[src/rtl/pwf_pkg.sv]
package pwf_pkg;
  localparam int NUM_PLANES = 4;
  localparam int PLANE_W    = 8;

  typedef enum logic [1:0] {
    MODE_PASS    = 2'd0,
    MODE_SOLID   = 2'd1,
    MODE_DITHER  = 2'd2,
    MODE_BGLATCH = 2'd3
  } fbMode_e;

  typedef struct packed {
    logic load;
    logic selPass;
    logic selSolid;
    logic selDither;
    logic selBgLatch;
    logic useMask;
  } ctrlStrobes_t;
endpackage

[src/rtl/pwf_ctrl.sv]
module pwf_ctrl
  import pwf_pkg::*;
#(
  parameter int PLANE_W = pwf_pkg::PLANE_W
) (
  input  logic               wrValid,
  input  logic [1:0]         fbMode,
  input  logic               srcIsCpu,
  input  logic [PLANE_W-1:0] cpuByte,
  input  logic [PLANE_W-1:0] patternReg,
  input  logic               maskEnable,
  input  logic               maskFromCpu,
  input  logic [PLANE_W-1:0] maskReg,
  output ctrlStrobes_t       strobes,
  output logic [PLANE_W-1:0] pattern,
  output logic [PLANE_W-1:0] bitMask
);
  fbMode_e modeSel;

  always_comb begin
    modeSel = fbMode_e'(fbMode);
    strobes = '0;
    strobes.load    = wrValid;
    strobes.useMask = maskEnable;
    unique case (modeSel)
      MODE_PASS:    strobes.selPass    = 1'b1;
      MODE_SOLID:   strobes.selSolid   = 1'b1;
      MODE_DITHER:  strobes.selDither  = 1'b1;
      MODE_BGLATCH: strobes.selBgLatch = 1'b1;
      default:      strobes.selPass    = 1'b1;
    endcase
    pattern = srcIsCpu    ? cpuByte : patternReg;
    bitMask = maskFromCpu ? cpuByte : maskReg;
  end
endmodule

[src/rtl/pwf_datapath.sv]
module pwf_datapath
  import pwf_pkg::*;
#(
  parameter int NUM_PLANES = pwf_pkg::NUM_PLANES,
  parameter int PLANE_W    = pwf_pkg::PLANE_W,
  localparam int BUS_W     = NUM_PLANES * PLANE_W
) (
  input  logic                  clk,
  input  logic                  rstN,
  input  ctrlStrobes_t          strobes,
  input  logic [PLANE_W-1:0]    cpuByte,
  input  logic [PLANE_W-1:0]    pattern,
  input  logic [PLANE_W-1:0]    bitMask,
  input  logic [NUM_PLANES-1:0] fgColour,
  input  logic [NUM_PLANES-1:0] bgColour,
  input  logic [BUS_W-1:0]      fgLatch,
  input  logic [BUS_W-1:0]      readLatch,
  input  logic [BUS_W-1:0]      oldPlane,
  output logic                  outValid,
  output logic [BUS_W-1:0]      planeData,
  output logic [BUS_W-1:0]      planeBitEn
);
  logic [PLANE_W-1:0] enByte;
  logic [BUS_W-1:0]   nextData;
  logic [BUS_W-1:0]   nextEn;

  assign enByte = strobes.useMask ? bitMask : {PLANE_W{1'b1}};

  for (genvar p = 0; p < NUM_PLANES; p++) begin : g_plane
    logic [PLANE_W-1:0] solidByte;
    logic [PLANE_W-1:0] newByte;
    logic [PLANE_W-1:0] oldByte;

    assign oldByte   = oldPlane[p*PLANE_W +: PLANE_W];
    assign solidByte = (pattern & {PLANE_W{fgColour[p]}}) |
                       (~pattern & {PLANE_W{bgColour[p]}});

    always_comb begin
      newByte = cpuByte;
      if (strobes.selSolid)   newByte = solidByte;
      if (strobes.selDither)  newByte = fgLatch[p*PLANE_W +: PLANE_W];
      if (strobes.selBgLatch) newByte = readLatch[p*PLANE_W +: PLANE_W];
    end

    assign nextData[p*PLANE_W +: PLANE_W] = (newByte & enByte) | (oldByte & ~enByte);
    assign nextEn[p*PLANE_W +: PLANE_W]   = enByte;

    AST_OLD_BITS_KEPT: assert property (@(posedge clk) disable iff (!rstN)
      outValid |-> (((planeData[p*PLANE_W +: PLANE_W] ^ $past(oldPlane[p*PLANE_W +: PLANE_W]))
                    & ~planeBitEn[p*PLANE_W +: PLANE_W]) == '0));
  end

  always_ff @(posedge clk) begin
    if (!rstN) begin
      outValid   <= 1'b0;
      planeData  <= '0;
      planeBitEn <= '0;
    end else begin
      outValid <= strobes.load;
      if (strobes.load) begin
        planeData  <= nextData;
        planeBitEn <= nextEn;
      end
    end
  end

  AST_VALID_AFTER_WRITE: assert property (@(posedge clk) disable iff (!rstN)
    strobes.load |=> outValid);
  AST_IDLE_NO_VALID: assert property (@(posedge clk) disable iff (!rstN)
    !strobes.load |=> !outValid);
  AST_HOLD_BETWEEN: assert property (@(posedge clk) disable iff (!rstN)
    !outValid |-> ($stable(planeData) && $stable(planeBitEn)));
  AST_UNMASKED_FULL: assert property (@(posedge clk) disable iff (!rstN)
    (strobes.load && !strobes.useMask) |=> (&planeBitEn));
  AST_DITHER_COPY: assert property (@(posedge clk) disable iff (!rstN)
    (strobes.load && strobes.selDither && !strobes.useMask) |=> (planeData == $past(fgLatch)));
endmodule

[src/rtl/colour_expand_wr.sv]
module colour_expand_wr
  import pwf_pkg::*;
#(
  parameter int NUM_PLANES = pwf_pkg::NUM_PLANES,
  parameter int PLANE_W    = pwf_pkg::PLANE_W,
  localparam int BUS_W     = NUM_PLANES * PLANE_W
) (
  input  logic                  clk,
  input  logic                  rstN,
  input  logic                  wrValid,
  input  logic [PLANE_W-1:0]    cpuByte,
  input  logic [1:0]            fbMode,
  input  logic                  srcIsCpu,
  input  logic [PLANE_W-1:0]    patternReg,
  input  logic [NUM_PLANES-1:0] fgColour,
  input  logic [NUM_PLANES-1:0] bgColour,
  input  logic                  maskEnable,
  input  logic                  maskFromCpu,
  input  logic [PLANE_W-1:0]    maskReg,
  input  logic [BUS_W-1:0]      fgLatch,
  input  logic [BUS_W-1:0]      readLatch,
  input  logic [BUS_W-1:0]      oldPlane,
  output logic                  outValid,
  output logic [BUS_W-1:0]      planeData,
  output logic [BUS_W-1:0]      planeBitEn
);
  ctrlStrobes_t       strobes;
  logic [PLANE_W-1:0] pattern;
  logic [PLANE_W-1:0] bitMask;

  pwf_ctrl #(.PLANE_W(PLANE_W)) u_ctrl (
    .wrValid     (wrValid),
    .fbMode      (fbMode),
    .srcIsCpu    (srcIsCpu),
    .cpuByte     (cpuByte),
    .patternReg  (patternReg),
    .maskEnable  (maskEnable),
    .maskFromCpu (maskFromCpu),
    .maskReg     (maskReg),
    .strobes     (strobes),
    .pattern     (pattern),
    .bitMask     (bitMask)
  );

  pwf_datapath #(.NUM_PLANES(NUM_PLANES), .PLANE_W(PLANE_W)) u_dp (
    .clk        (clk),
    .rstN       (rstN),
    .strobes    (strobes),
    .cpuByte    (cpuByte),
    .pattern    (pattern),
    .bitMask    (bitMask),
    .fgColour   (fgColour),
    .bgColour   (bgColour),
    .fgLatch    (fgLatch),
    .readLatch  (readLatch),
    .oldPlane   (oldPlane),
    .outValid   (outValid),
    .planeData  (planeData),
    .planeBitEn (planeBitEn)
  );
endmodule

[config.mk]
export PLATFORM = sky130hd
export DESIGN_NAME = colour_expand_wr
export DESIGN_NICKNAME = d
export VERILOG_FILES = /design/src/rtl/pwf_pkg.sv /design/src/rtl/pwf_ctrl.sv /design/src/rtl/pwf_datapath.sv /design/src/rtl/colour_expand_wr.sv
export SDC_FILE = /design/constraint.sdc
export NUM_CORES = 1
export LEC_CHECK = 0
export BUFFER_PORTS_ARGS = -buffer_cell sky130_fd_sc_hd__buf_4
export CAP_MARGIN = 30
export CORE_ASPECT_RATIO = 0.6
export CORE_MARGIN = 5
export CORE_UTILIZATION = 49
export CTS_BUF_LIST = sky130_fd_sc_hd__clkbuf_4 sky130_fd_sc_hd__clkbuf_8 sky130_fd_sc_hd__clkbuf_16
export DETAILED_ROUTE_END_ITERATION = 16
export HOLD_SLACK_MARGIN = 0.1
export PLACE_DENSITY_LB_ADDON = 0.05
export RECOVER_POWER = 100
export SLEW_MARGIN = 20
export SYNTH_ARGS = -nofsm -noshare
export SYNTH_HDL_FRONTEND = slang
export SYNTH_HIERARCHICAL = 1
export SYNTH_SLANG_ARGS = --single-unit
[constraint.sdc]
create_clock -name clk -period 3.8 [get_ports clk]
set_clock_uncertainty 0.2 [all_clocks]
set_input_delay 0.76 -clock clk [delete_from_list [all_inputs] [get_ports clk]]
set_output_delay 0.76 -clock clk [all_outputs]
set_load 0.05 [all_outputs]
-- Yosys cells after proc, flatten, opt, wreduce, memory -nomap -nowiden
Index checks and enable logic that the tools add are counted.
- word-level logic and storage cells: 50
- bits of input ports: 136
- register bits: 65
- equality and inequality tests: 3
- bitwise gates (word level): 26
- muxes and demuxes: 18
- operator list (operator ; count):
    $and A8 B8 Y8 ; 16
    $mux W8 ; 15
    $or A8 B8 Y8 ; 8
    $not A8 Y8 ; 2
    $eq A2 B2 Y1 const B ; 2
    $mux W1 ; 3
    $eq A2 B1 Y1 const B ; 1

-- Logic depth before layout (Yosys ltp)
Gate-level depths: netlist of run 1.
- depth after elaboration: 9
- depth in mapped cells: 7
- depth with buffers taken out: 4

-- Cells and area by module
Netlist of run 1, hierarchy kept.
- by module, submodules not included (module ; area each (um^2) ; instances ; cells each ; sequential area each (um^2)):
    pwf_datapath ; 3329.4 ; 1 ; 415 ; 820.8
    pwf_ctrl ; 300.3 ; 1 ; 24 ; 0.0

-- Worst setup path before layout of run 1
OpenSTA, ideal clock, no wires.
- kind: input -> register
- from: input srcIsCpu
- to: register u_dp.planeData[23]
- stages: 6
- path buffers: 2
- library setup time: 0.122 ns
- setup slack: 1.617 ns
- data arrival time: 1.861 ns
- cell sequence: buf_6 mux2_4 buf_1 mux2i_1 a21oi_1 a221o_1
- word-level cells in the longest chain between the ends: 9
- elaborated cells between the ends (all ways): 10
- RTL lines (what ; line ; RTL):
    start, declared ; colour_expand_wr.sv:13 ; input logic srcIsCpu,
    $mux W8 * ; pwf_ctrl.sv:32 ; pattern = srcIsCpu ? cpuByte : patternReg;
    net pattern[7] ; colour_expand_wr.sv:28 ; logic [PLANE_W-1:0] pattern;
    $not A8 Y8 ; pwf_datapath.sv:36 ; (~pattern & {PLANE_W{bgColour[p]}});
    $and A8 B8 Y8 ; pwf_datapath.sv:36 ;
    $or A8 B8 Y8 * ; pwf_datapath.sv:35 ; assign solidByte = (pattern & {PLANE_W{fgColour[p]}}) |
    $mux W8 * ; pwf_datapath.sv:40 ; if (strobes.selSolid) newByte = solidByte;
    $mux W8 * ; pwf_datapath.sv:41 ; if (strobes.selDither) newByte = fgLatch[p*PLANE_W +: PLANE_W];
    $mux W8 * ; pwf_datapath.sv:42 ; if (strobes.selBgLatch) newByte = readLatch[p*PLANE_W +: PLANE_W];
    $and A8 B8 Y8 * ; pwf_datapath.sv:45 ; assign nextData[p*PLANE_W +: PLANE_W] = (newByte & enByte) | (oldByte & ~enByte);
    $or A8 B8 Y8 * ; pwf_datapath.sv:45 ;
    end signal, assigned ; pwf_datapath.sv:61 ; planeData <= nextData;
    end, declared ; pwf_datapath.sv:20 ; output logic [BUS_W-1:0] planeData,
Mark *: on every way through the listed nets, which the timed path passes. The rest lies on a longest branch.
A chain may end at the register's enable or synchronous reset.

==> results.sh, run 1 <==
export IMPL_drive_above_1_share_pct=29.18
export IMPL_antenna_found_initial=0
export IMPL_worstHoldEndpoint="u_dp/planeBitEn[24]"
export IMPL_r2r_slack_ns=2.67
export IMPL_nFillCells=667
export IMPL_diodes=0
export IMPL_period_minus_slack_ns=3.013
export IMPL_arrival_ns=2.98
export IMPL_wl_per_cell_um=17.58
export IMPL_switching_share_pct=38.30
export IMPL_setup_viol=0
export IMPL_timing_rr_start="u_dp/planeData[27]"
export IMPL_syn_nets=574
export IMPL_worstSkewPairLatency_ns=0.28
export IMPL_rsz0062_at_grt="false"
export IMPL_numCtsBuffers=5
export IMPL_numPortBuffers=200
export IMPL_critPathKind="primary input to flop"
export IMPL_fmax_ghz=0.3319
export IMPL_whs_path_depth=2
export IMPL_path_clk_slew_ns=0.06
export IMPL_power_frac_clock_pct=27.2
export IMPL_overflow=0
export IMPL_area_delta_synth_final_pct=29.88
export IMPL_seq_power_share_pct=31.5
export IMPL_drc=0
export IMPL_dieArea_sq_um=9277
export IMPL_dr_pass1_iters=5
export IMPL_wl_met1_um=5136
export IMPL_root_buffer="clkbuf_16"
export IMPL_worstMarginPinSlew_ns=0.8065
export IMPL_cts_tree="done"
export IMPL_ys_warn_count=6
export IMPL_slowest_delay_ns=0.64
export IMPL_place_gp_congestion=0.9339
export IMPL_start_util_pct=50.10
export IMPL_hp_class="flop to flop"
export IMPL_die_h_um=76.64
export IMPL_crit_fanout=23
export IMPL_hpwlAfterDp_um=9524
export IMPL_p_comb_share_pct=41.3
export IMPL_synth_avg_cell_area_sq_um=8.278
export IMPL_rows=24
export IMPL_post_cts_buffers=0
export IMPL_cp_start_kind="primary input"
export IMPL_track_usage_pct=24.40
export IMPL_grt_start_max_net_pins=86
export IMPL_ant_nets=0
export IMPL_p_leak_uw=0.002138
export IMPL_top_layer="met4"
export IMPL_nNetsFinal=722
export IMPL_crit_path_end_kind="flop"
export IMPL_core_sq_um=7237
export IMPL_drv_slew=0
export IMPL_dp_cells=683
export IMPL_synth_area_sq_um=3626
export IMPL_irDropWorstVdd_v=0.0001701
export IMPL_status="finished, final reports clean"
export IMPL_die_w_um=121.1
export IMPL_syn_inst=438
export IMPL_hold_slack_ns=0.3305
export IMPL_wl_met2_um=5709
export IMPL_worst_r2r_path_depth=3
export IMPL_setup_tns_ns=0
export IMPL_seq_area_sq_um=820.8
export IMPL_cts_hold_buffers=0
export IMPL_grt_first_pass_wirelength_um=18450
export IMPL_drt_vias_per_instance=5.493
export IMPL_fin_crit_sh_pct=79.29
export IMPL_slew_headroom_pct=45.99
export IMPL_num_vias=3790
export IMPL_power_density_nw_per_um2=334.0
export IMPL_rr_endpoint="u_dp/planeData[27]"
export IMPL_cts_buffer_depth=2
export IMPL_timing_final_hold_violations=0
export IMPL_p_int_uw=970.6
export IMPL_pin_count=201
export IMPL_cts_repair_resized=0
export IMPL_fin_cells=690
export IMPL_multi_input_area_sq_um=2242
export IMPL_crit_slowest_cell="nor2b_1"
export IMPL_grt_pass1_vias=3738
export IMPL_crit_start="fbMode[0]"
export IMPL_cts_sinks=41
export IMPL_dr_wl_met3_um=1209
export IMPL_drv_cap=0
export IMPL_worstHoldStart="u_dp/planeBitEn[24]"
export IMPL_p_switching_uw=602.5
export IMPL_path_cells="buf_4, nor2b_1, clkbuf_1, nor2b_1, buf_4, a21oi_1, a221o_1"
export IMPL_cts_max_level=2
export IMPL_crit_required_ns=3.77
export IMPL_totalWireLength_um=12130
export IMPL_drt_iter0_markers=259
[state kept, by name, summed over array words and instances (netlist names)]
| name | count |
|---|---|
| u_dp/outValid | 1 |
| u_dp/planeData | 32 |
| u_dp/planeBitEn | 8 |
[how the worst max path moves through the flow]
stage | endpoint | slack (ns) | cells past startpoint
after floorplan | u_dp/planeData[23] | 1.62 | 6
after global placement | u_dp/planeData[2] | 0.98 | 6
after detailed placement | u_dp/planeData[2] | 0.88 | 6
after CTS | u_dp/planeData[2] | 1.17 | 6
after global routing | u_dp/planeData[26] | 0.55 | 7
final | u_dp/planeData[26] | 0.79 | 7
[area by class of cell]
type	count	area share [%]
flip-flops and latches	41	17.43
multi-input cells	309	47.61
inverters	26	2.072
well taps	104	2.763
clock buffers	7	3.108
repair buffers	203	27.02
[power by group through the flow]
stage / clock (uW) / combinational [uW] / sequential [uW]
after CTS: 434 / 698 / 497
after global placement: 0 / 688 / 505
after floorplan: 0 / 349 / 641
after detailed placement: 0 / 697 / 505
after global routing: 452 / 688 / 502
final: 428 / 649 / 495
[layout by cell type, fill, tap and decap left out, types with 5 or more instances in the layout]
cell       count
nor2_1         9
and2_1         6
mux2_4        16
dfxtp_1       41
and3_1        22
nor2b_1       33
clkbuf_1      67
clkbuf_16      5
inv_1         25
a21oi_1       22
nor3_1        14
a211oi_1      12
a221o_1       22
nand2_1       33
o22ai_1       27
mux2i_1       28
mux2_2         7
nand2b_1      16
buf_4        136
[through the flow]
step	power (uW)	instance area, sq um	setup slack [ns]	util [%]
2_1_floorplan	989.3	3626	1.617	-
3_3_place_gp	1193	4817	0.9833	66.56
3_5_place_dp	1202	4817	0.8782	66.56
4_1_cts	1630	4964	1.167	68.59
5_1_grt	1641	4710	0.5485	65.08
6_report	1573	4710	0.7871	65.08
[metal layers]
metal,up-vias,global-route usage (%)
li1,1855,-
met1,1733,31.65
met2,190,40.55
met3,12,6.899
met4,0,4.638
met5,-,0
[worst max-delay path: cells and delay by family]
kind | cells | cell delay, ns
AOI/OAI and AO/OA | 2 | 0.45
and+or+nand+nor | 2 | 0.75
buffers and inverters | 3 | 1.00
Note: power is estimated with default switching activity, not from simulation.
==> run 2, diff against run 1 <==
--- a/config.mk
+++ b/config.mk
@@ -5,11 +5,12 @@
 export SDC_FILE = /design/constraint.sdc
 export NUM_CORES = 1
 export LEC_CHECK = 0
+export ABC_AREA = 1
 export BUFFER_PORTS_ARGS = -buffer_cell sky130_fd_sc_hd__buf_4
 export CAP_MARGIN = 30
 export CORE_ASPECT_RATIO = 0.6
 export CORE_MARGIN = 5
-export CORE_UTILIZATION = 49
+export CORE_UTILIZATION = 41
 export CTS_BUF_LIST = sky130_fd_sc_hd__clkbuf_4 sky130_fd_sc_hd__clkbuf_8 sky130_fd_sc_hd__clkbuf_16
 export DETAILED_ROUTE_END_ITERATION = 16
 export HOLD_SLACK_MARGIN = 0.1
==> constraint.sdc (replaced) <==
create_clock -name clk -period 2.5 [get_ports clk]
set_clock_uncertainty 0.2 [all_clocks]
set_input_delay 0.5 -clock clk [delete_from_list [all_inputs] [get_ports clk]]
set_output_delay 0.5 -clock clk [all_outputs]
set_load 0.05 [all_outputs]
==> run 2 against run 1 <==
Compared with the run above: die area increased by 14%; core utilization decreased by 8.6 points; wire length increased by 23%; synthesized area decreased by 3.0%; count of clock-buffer cells in the layout decreased by 2; design area increased by 1.1%; cell count increased by 34%; via count increased by 26%; power increased by 58%; hold slack improved by 0.0094 ns; register-to-register slack got worse by 1.2 ns; sequential power increased by 52%; critical endpoint is now u_dp/planeData[23]; largest cell class unchanged; largest power group unchanged.
==> results.sh, run 2 <==
export IMPL_status="finished, final reports clean"
export IMPL_layout_commonest_cell="nand2_1"
export IMPL_power_density_nw_per_um2=521.4
export IMPL_slew_headroom_pct=12.90
export IMPL_drt_iter0_markers=481
export IMPL_num_vias=4759
export IMPL_hp_class="primary input to flop"
export IMPL_cts_repair_resized=0
export IMPL_synth_avg_cell_area_sq_um=5.388
export IMPL_wl_per_cell_um=16.13
export IMPL_dieArea_sq_um=10590
export IMPL_p_int_uw=1474
export IMPL_worstSkewPairLatency_ns=0.28
export IMPL_p_comb_share_pct=40.6
export IMPL_ys_warn_count=6
export IMPL_cp_top_family="buffers and inverters"
export IMPL_period_minus_slack_ns=2.051
export IMPL_crit_fanout=80
export IMPL_place_gp_congestion=0.9913
export IMPL_ant_nets=0
export IMPL_crit_required_ns=2.47
export IMPL_totalWireLength_um=14890
export IMPL_power_frac_clock_pct=29.1
export IMPL_drive_above_1_share_pct=19.73
export IMPL_diodes=0
export IMPL_p_switching_uw=1008
export IMPL_grt_pass1_vias=4298
export IMPL_die_h_um=81.76
export IMPL_dp_cells=916
export IMPL_regMostFlops="u_dp/planeData"
export IMPL_cts_hold_buffers=0
export IMPL_grt_start_max_net_pins=81
export IMPL_path_clk_slew_ns=0.06
export IMPL_root_buffer="clkbuf_16"
export IMPL_rsz0062_at_grt="false"
export IMPL_largest_reg_flops=32
export IMPL_syn_inst=653
export IMPL_post_cts_buffers=0
export IMPL_slowest_delay_ns=0.96
export IMPL_track_usage_pct=26.93
export IMPL_synth_area_sq_um=3518
export IMPL_seq_power_share_pct=30.2
export IMPL_p_leak_uw=0.002456
export IMPL_switching_share_pct=40.60
export IMPL_cp_common_cell="nand2_1"
export IMPL_antenna_found_initial=0
export IMPL_drv_slew=0
export IMPL_overflow=0
export IMPL_worstMarginPinSlew_ns=1.307
export IMPL_syn_nets=789
export IMPL_start_util_pct=41.76
export IMPL_crit_start="wrValid"
export IMPL_largest_registers="u_dp/planeData x32, u_dp/planeBitEn x8, u_dp/outValid x1"
export IMPL_nNetsFinal=947
export IMPL_grt_first_pass_wirelength_um=21890
export IMPL_drv_cap=0
export IMPL_drt_vias_per_instance=5.156
export IMPL_core_sq_um=8426
export IMPL_numPortBuffers=200
export IMPL_postLayoutCellArea_sq_um=4760
export IMPL_die_w_um=129.6
export IMPL_dr_pass1_iters=6
export IMPL_crit_path_end_kind="flop"
export IMPL_path_cells="clkbuf_4, clkbuf_2, o21ai_0, nand2_1, nand2_1"
export IMPL_pin_count=201
export IMPL_cp_start_kind="primary input"
export IMPL_cts_buffer_depth=2
export IMPL_hpwlAfterDp_um=11910
export IMPL_fin_cells=923
export IMPL_area_delta_synth_final_pct=35.28
export IMPL_fmax_ghz=0.4875
export IMPL_cts_tree="done"
export IMPL_timing_final_hold_violations=0
export IMPL_multi_input_area_sq_um=2068
export IMPL_setup_tns_ns=0
export IMPL_numCtsBuffers=5
export IMPL_finish_utilization_pct=56.49
export IMPL_worstHoldStart="fgLatch[24]"
export IMPL_crit_slowest_cell="clkbuf_2"
export IMPL_setup_viol=0
export IMPL_cts_max_level=2
export IMPL_cts_sinks=41
export IMPL_irDropWorstVdd_v=0.0003137
export IMPL_critPathKind="primary input to flop"
export IMPL_layout_common_cells="nand2_1, buf_4, o21ai_0"
export IMPL_rows=26
export IMPL_nFillCells=962
export IMPL_path_buf_inv=2
export IMPL_post_dp_cell_area_sq_um=4853
export IMPL_arrival_ns=2.03
export IMPL_fin_crit_sh_pct=82.06
export IMPL_timing_rr_start="u_dp/planeData[23]"
export IMPL_seq_area_sq_um=820.8
export IMPL_drc=0
## run 2: cell count changes in the layout (fill, tap and decap cells not counted), moves of 22 or more
cell,delta
a221o_1,-22
and3_1,-22
inv_1,+37
mux2i_1,-28
nand2_1,+184
nand3_1,+30
nor2_1,+80
nor2b_1,-33
o21ai_0,+101
o22ai_1,-23
## run 2: worst reg2reg max path, cell delays in order (launching register included)
cell and delay (ns):
dfxtp_1 0.34, inv_1 0.05, o21ai_0 0.16, nand2_1 0.10
nand2_1 0.08
## run 2: path summary, 6_finish.rpt
path | end | slack [ns] | cells past startpoint
setup / recovery | u_dp/planeData[23] | 0.45 | 5
hold / removal | u_dp/planeData[24] | 0.34 | 5
setup reg to reg | u_dp/planeData[23] | 1.52 | 4
hold reg to reg | u_dp/planeData[5] | 0.34 | 2
## run 2: layout make-up
type	count	area share, %
Tap cell	112	2.944
Clock buffer	5	2.629
Sequential cell	41	17.25
Timing Repair Buffer	210	27.79
Multi-Input combinational cell	487	43.45
Inverter	66	5.205
Clock inverter	2	0.7361
## run 2: metal layers
metal	global-route usage, %	wire [um]
met5	0	0
met4	5.394	221
met3	7.927	2076
met2	42.65	6450
met1	36.69	6141
## run 2: through the flow
stage | hold slack, ns | worst slack (ns) | power [uW]
after floorplan | 0.4870 | 0.8134 | 1449
after global placement | 0.3220 | 0.2809 | 1829
after detailed placement | 0.3325 | 0.2265 | 1837
after CTS | 0.3385 | 0.5243 | 2564
after global routing | 0.3617 | 0.2757 | 2615
final | 0.3399 | 0.4486 | 2482
## run 2: power groups by stage
stage / Sequential [uW] / Combinational, uW / Clock (uW)
floorplan: 960 / 490 / 0
global placement: 763 / 1070 / 0
detailed placement: 765 / 1070 / 0
CTS: 752 / 1080 / 737
global route: 758 / 1090 / 772
finish: 750 / 1010 / 723
==> run 3, diff against run 2 <==
==> constraint.sdc (replaced) <==
create_clock -name clk -period 1.8 [get_ports clk]
set_clock_uncertainty 0.2 [all_clocks]
set_input_delay 0.36 -clock clk [delete_from_list [all_inputs] [get_ports clk]]
set_output_delay 0.36 -clock clk [all_outputs]
set_load 0.05 [all_outputs]
==> run 3 against run 2 <==
Compared with the run above: core utilization rose by 3.0 points; via count fell by 0.23%; wire length increased by 1.6%; critical path depth rose by 4; count of clock-buffer cells in the layout stayed put; sequential power is 39% higher; register-to-register slack got worse by 0.71 ns; sequential cell count did not move; combinational power rose by 47%; power increased by 42%; hold slack got worse by 0.17 ns; first-iteration DRC count shrank 19%; critical endpoint is now u_dp/planeData[19]; largest cell class unchanged; largest power group unchanged.
==> results.sh, run 3 (synthesized netlist as in run 2, its figures left out) <==
export IMPL_crit_required_ns=1.78
export IMPL_drt_iter0_markers=389
export IMPL_post_cts_buffers=0
export IMPL_cts_hold_buffers=0
export IMPL_worst_r2r_path_depth=4
export IMPL_hold_slack_ns=0.1664
export IMPL_cts_repair_resized=0
export IMPL_worstSkewPairLatency_ns=0.28
export IMPL_slew_headroom_pct=51.07
export IMPL_p_comb_share_pct=41.7
export IMPL_numCtsBuffers=5
export IMPL_drv_slew=0
export IMPL_largest_registers="u_dp/planeData x32, u_dp/planeBitEn x8, u_dp/outValid x1"
export IMPL_fmax_ghz=0.5953
export IMPL_crit_path_end_kind="flop"
export IMPL_ant_nets=0
export IMPL_area_delta_synth_final_pct=42.43
export IMPL_p_leak_uw=0.002768
export IMPL_cp_start_kind="primary input"
export IMPL_arrival_ns=1.66
export IMPL_p_int_uw=2118
export IMPL_drv_cap=0
export IMPL_rr_endpoint="u_dp/planeData[28]"
export IMPL_worstHoldStart="readLatch[30]"
export IMPL_worstHoldEndpoint="u_dp/planeData[30]"
export IMPL_core_sq_um=8426
export IMPL_whs_path_depth=5
export IMPL_crit_fanout=19
export IMPL_dieArea_sq_um=10590
export IMPL_drt_vias_per_instance=5.040
export IMPL_p_switching_uw=1418
export IMPL_cp_common_cell="nand2_1"
export IMPL_crit_slowest_cell="o21ai_0"
export IMPL_rsz0062_at_grt="false"
export IMPL_drc=0
export IMPL_setup_slack_ns=0.1201
export IMPL_setup_viol=0
export IMPL_dr_pass1_iters=5
export IMPL_postLayoutCellArea_sq_um=5011
export IMPL_layout_commonest_cell="nand2_1"
export IMPL_seq_power_share_pct=29.5
export IMPL_antenna_found_initial=0
export IMPL_critPathKind="primary input to flop"
export IMPL_irDropWorstVdd_v=0.0004759
export IMPL_die_w_um=129.6
export IMPL_layout_common_cells="nand2_1, buf_4, o21ai_0"
export IMPL_post_dp_cell_area_sq_um=5021
export IMPL_r2r_slack_ns=0.81
export IMPL_drive_above_1_share_pct=29.40
export IMPL_die_h_um=81.76
export IMPL_place_gp_congestion=0.9275
export IMPL_slowest_delay_ns=0.24
export IMPL_largest_reg_flops=32
export IMPL_grt_first_pass_wirelength_um=22670
export IMPL_hp_class="primary input to flop"
export IMPL_switching_share_pct=40.11
export IMPL_hpwlAfterDp_um=12270
export IMPL_grt_pass1_vias=4422
export IMPL_setup_tns_ns=0
export IMPL_power_density_nw_per_um2=705.6
export IMPL_fin_crit_sh_pct=93.33
export IMPL_totalWireLength_um=15130
export IMPL_root_buffer="clkbuf_16"
export IMPL_regMostFlops="u_dp/planeData"
export IMPL_cts_buffer_depth=2
export IMPL_diodes=0
export IMPL_path_clk_slew_ns=0.06
export IMPL_period_minus_slack_ns=1.680
export IMPL_totalPowerFinal_uw=3536
export IMPL_numPortBuffers=200
export IMPL_rows=26
export IMPL_cts_max_level=2
export IMPL_pin_count=201
export IMPL_timing_rr_start="u_dp/planeData[28]"
export IMPL_wl_per_cell_um=16.06
export IMPL_power_frac_clock_pct=28.7
export IMPL_path_cells="buf_4, nor2_1, buf_12, inv_2, buf_4, o21ai_0, nand2_1, nand2_1, nand2_1"
export IMPL_num_vias=4748
export IMPL_cts_sinks=41
export IMPL_status="finished, final reports clean"
export IMPL_cts_tree="done"
export IMPL_grt_start_max_net_pins=49
export IMPL_track_usage_pct=27.65
export IMPL_overflow=0
export IMPL_worstMarginPinSlew_ns=0.7340
export IMPL_pre_cts_ws_ns=-0.1564
export IMPL_nNetsFinal=966
export IMPL_timing_final_hold_violations=0
export IMPL_start_util_pct=41.76
## run 3: changes by cell type in the layout (fill, tap and decap cells not counted), sizes merged
cell	before	now
buf	141	160
## run 3: metal layers
metal  part of all wire, %  wire length (um)  GRT usage (%)
met5                     0                 0              0
met2                    45              6744          44.66
met4                   1.4               217          6.120
met1                    43              6488          37.16
met3                    11              1676          7.537
## run 3: area by class of cell
class,instances,area (sq um)
Clock buffer,5,125.1
Clock inverter,2,35.03
Sequential cell,41,820.8
Multi-Input combinational cell,487,2068
Inverter,66,247.7
Fill cell,888,3415
Tap cell,112,140.1
Timing Repair Buffer,229,1574
## run 3: critical path, delay by kind of cell
family | cells | cell delay, ns
compound gates | 1 | 0.24
buf+inv | 4 | 0.63
simple gates | 4 | 0.42
## run 3: worst max path at each step
stage                   start                  to  slack, ns  cells past startpoint
finish              fbMode[0]  u_dp/planeData[19]       0.12                      9
detailed placement  fbMode[0]  u_dp/planeData[11]      -0.16                      9
global route        fbMode[1]  u_dp/planeData[20]       0.01                      9
floorplan           fbMode[1]   u_dp/planeData[4]       0.25                     10
global placement    fbMode[0]  u_dp/planeData[11]      -0.17                      9
CTS                 fbMode[0]  u_dp/planeData[11]       0.15                      9
## run 3: power groups by stage
stage / sequential, uW / combinational, uW / clock, uW
finish: 1040 / 1480 / 1020
global route: 1050 / 1600 / 1070
floorplan: 1330 / 680 / 0
detailed placement: 1060 / 1540 / 0
global placement: 1060 / 1530 / 0
CTS: 1050 / 1550 / 1030
## run 3: per-stage QoR
step                      cells  utilization (%)
after global routing        942            59.47
after floorplan             653                -
after CTS                   942            61.49
final                       942            59.47
after global placement      935            59.59
after detailed placement    935            59.59
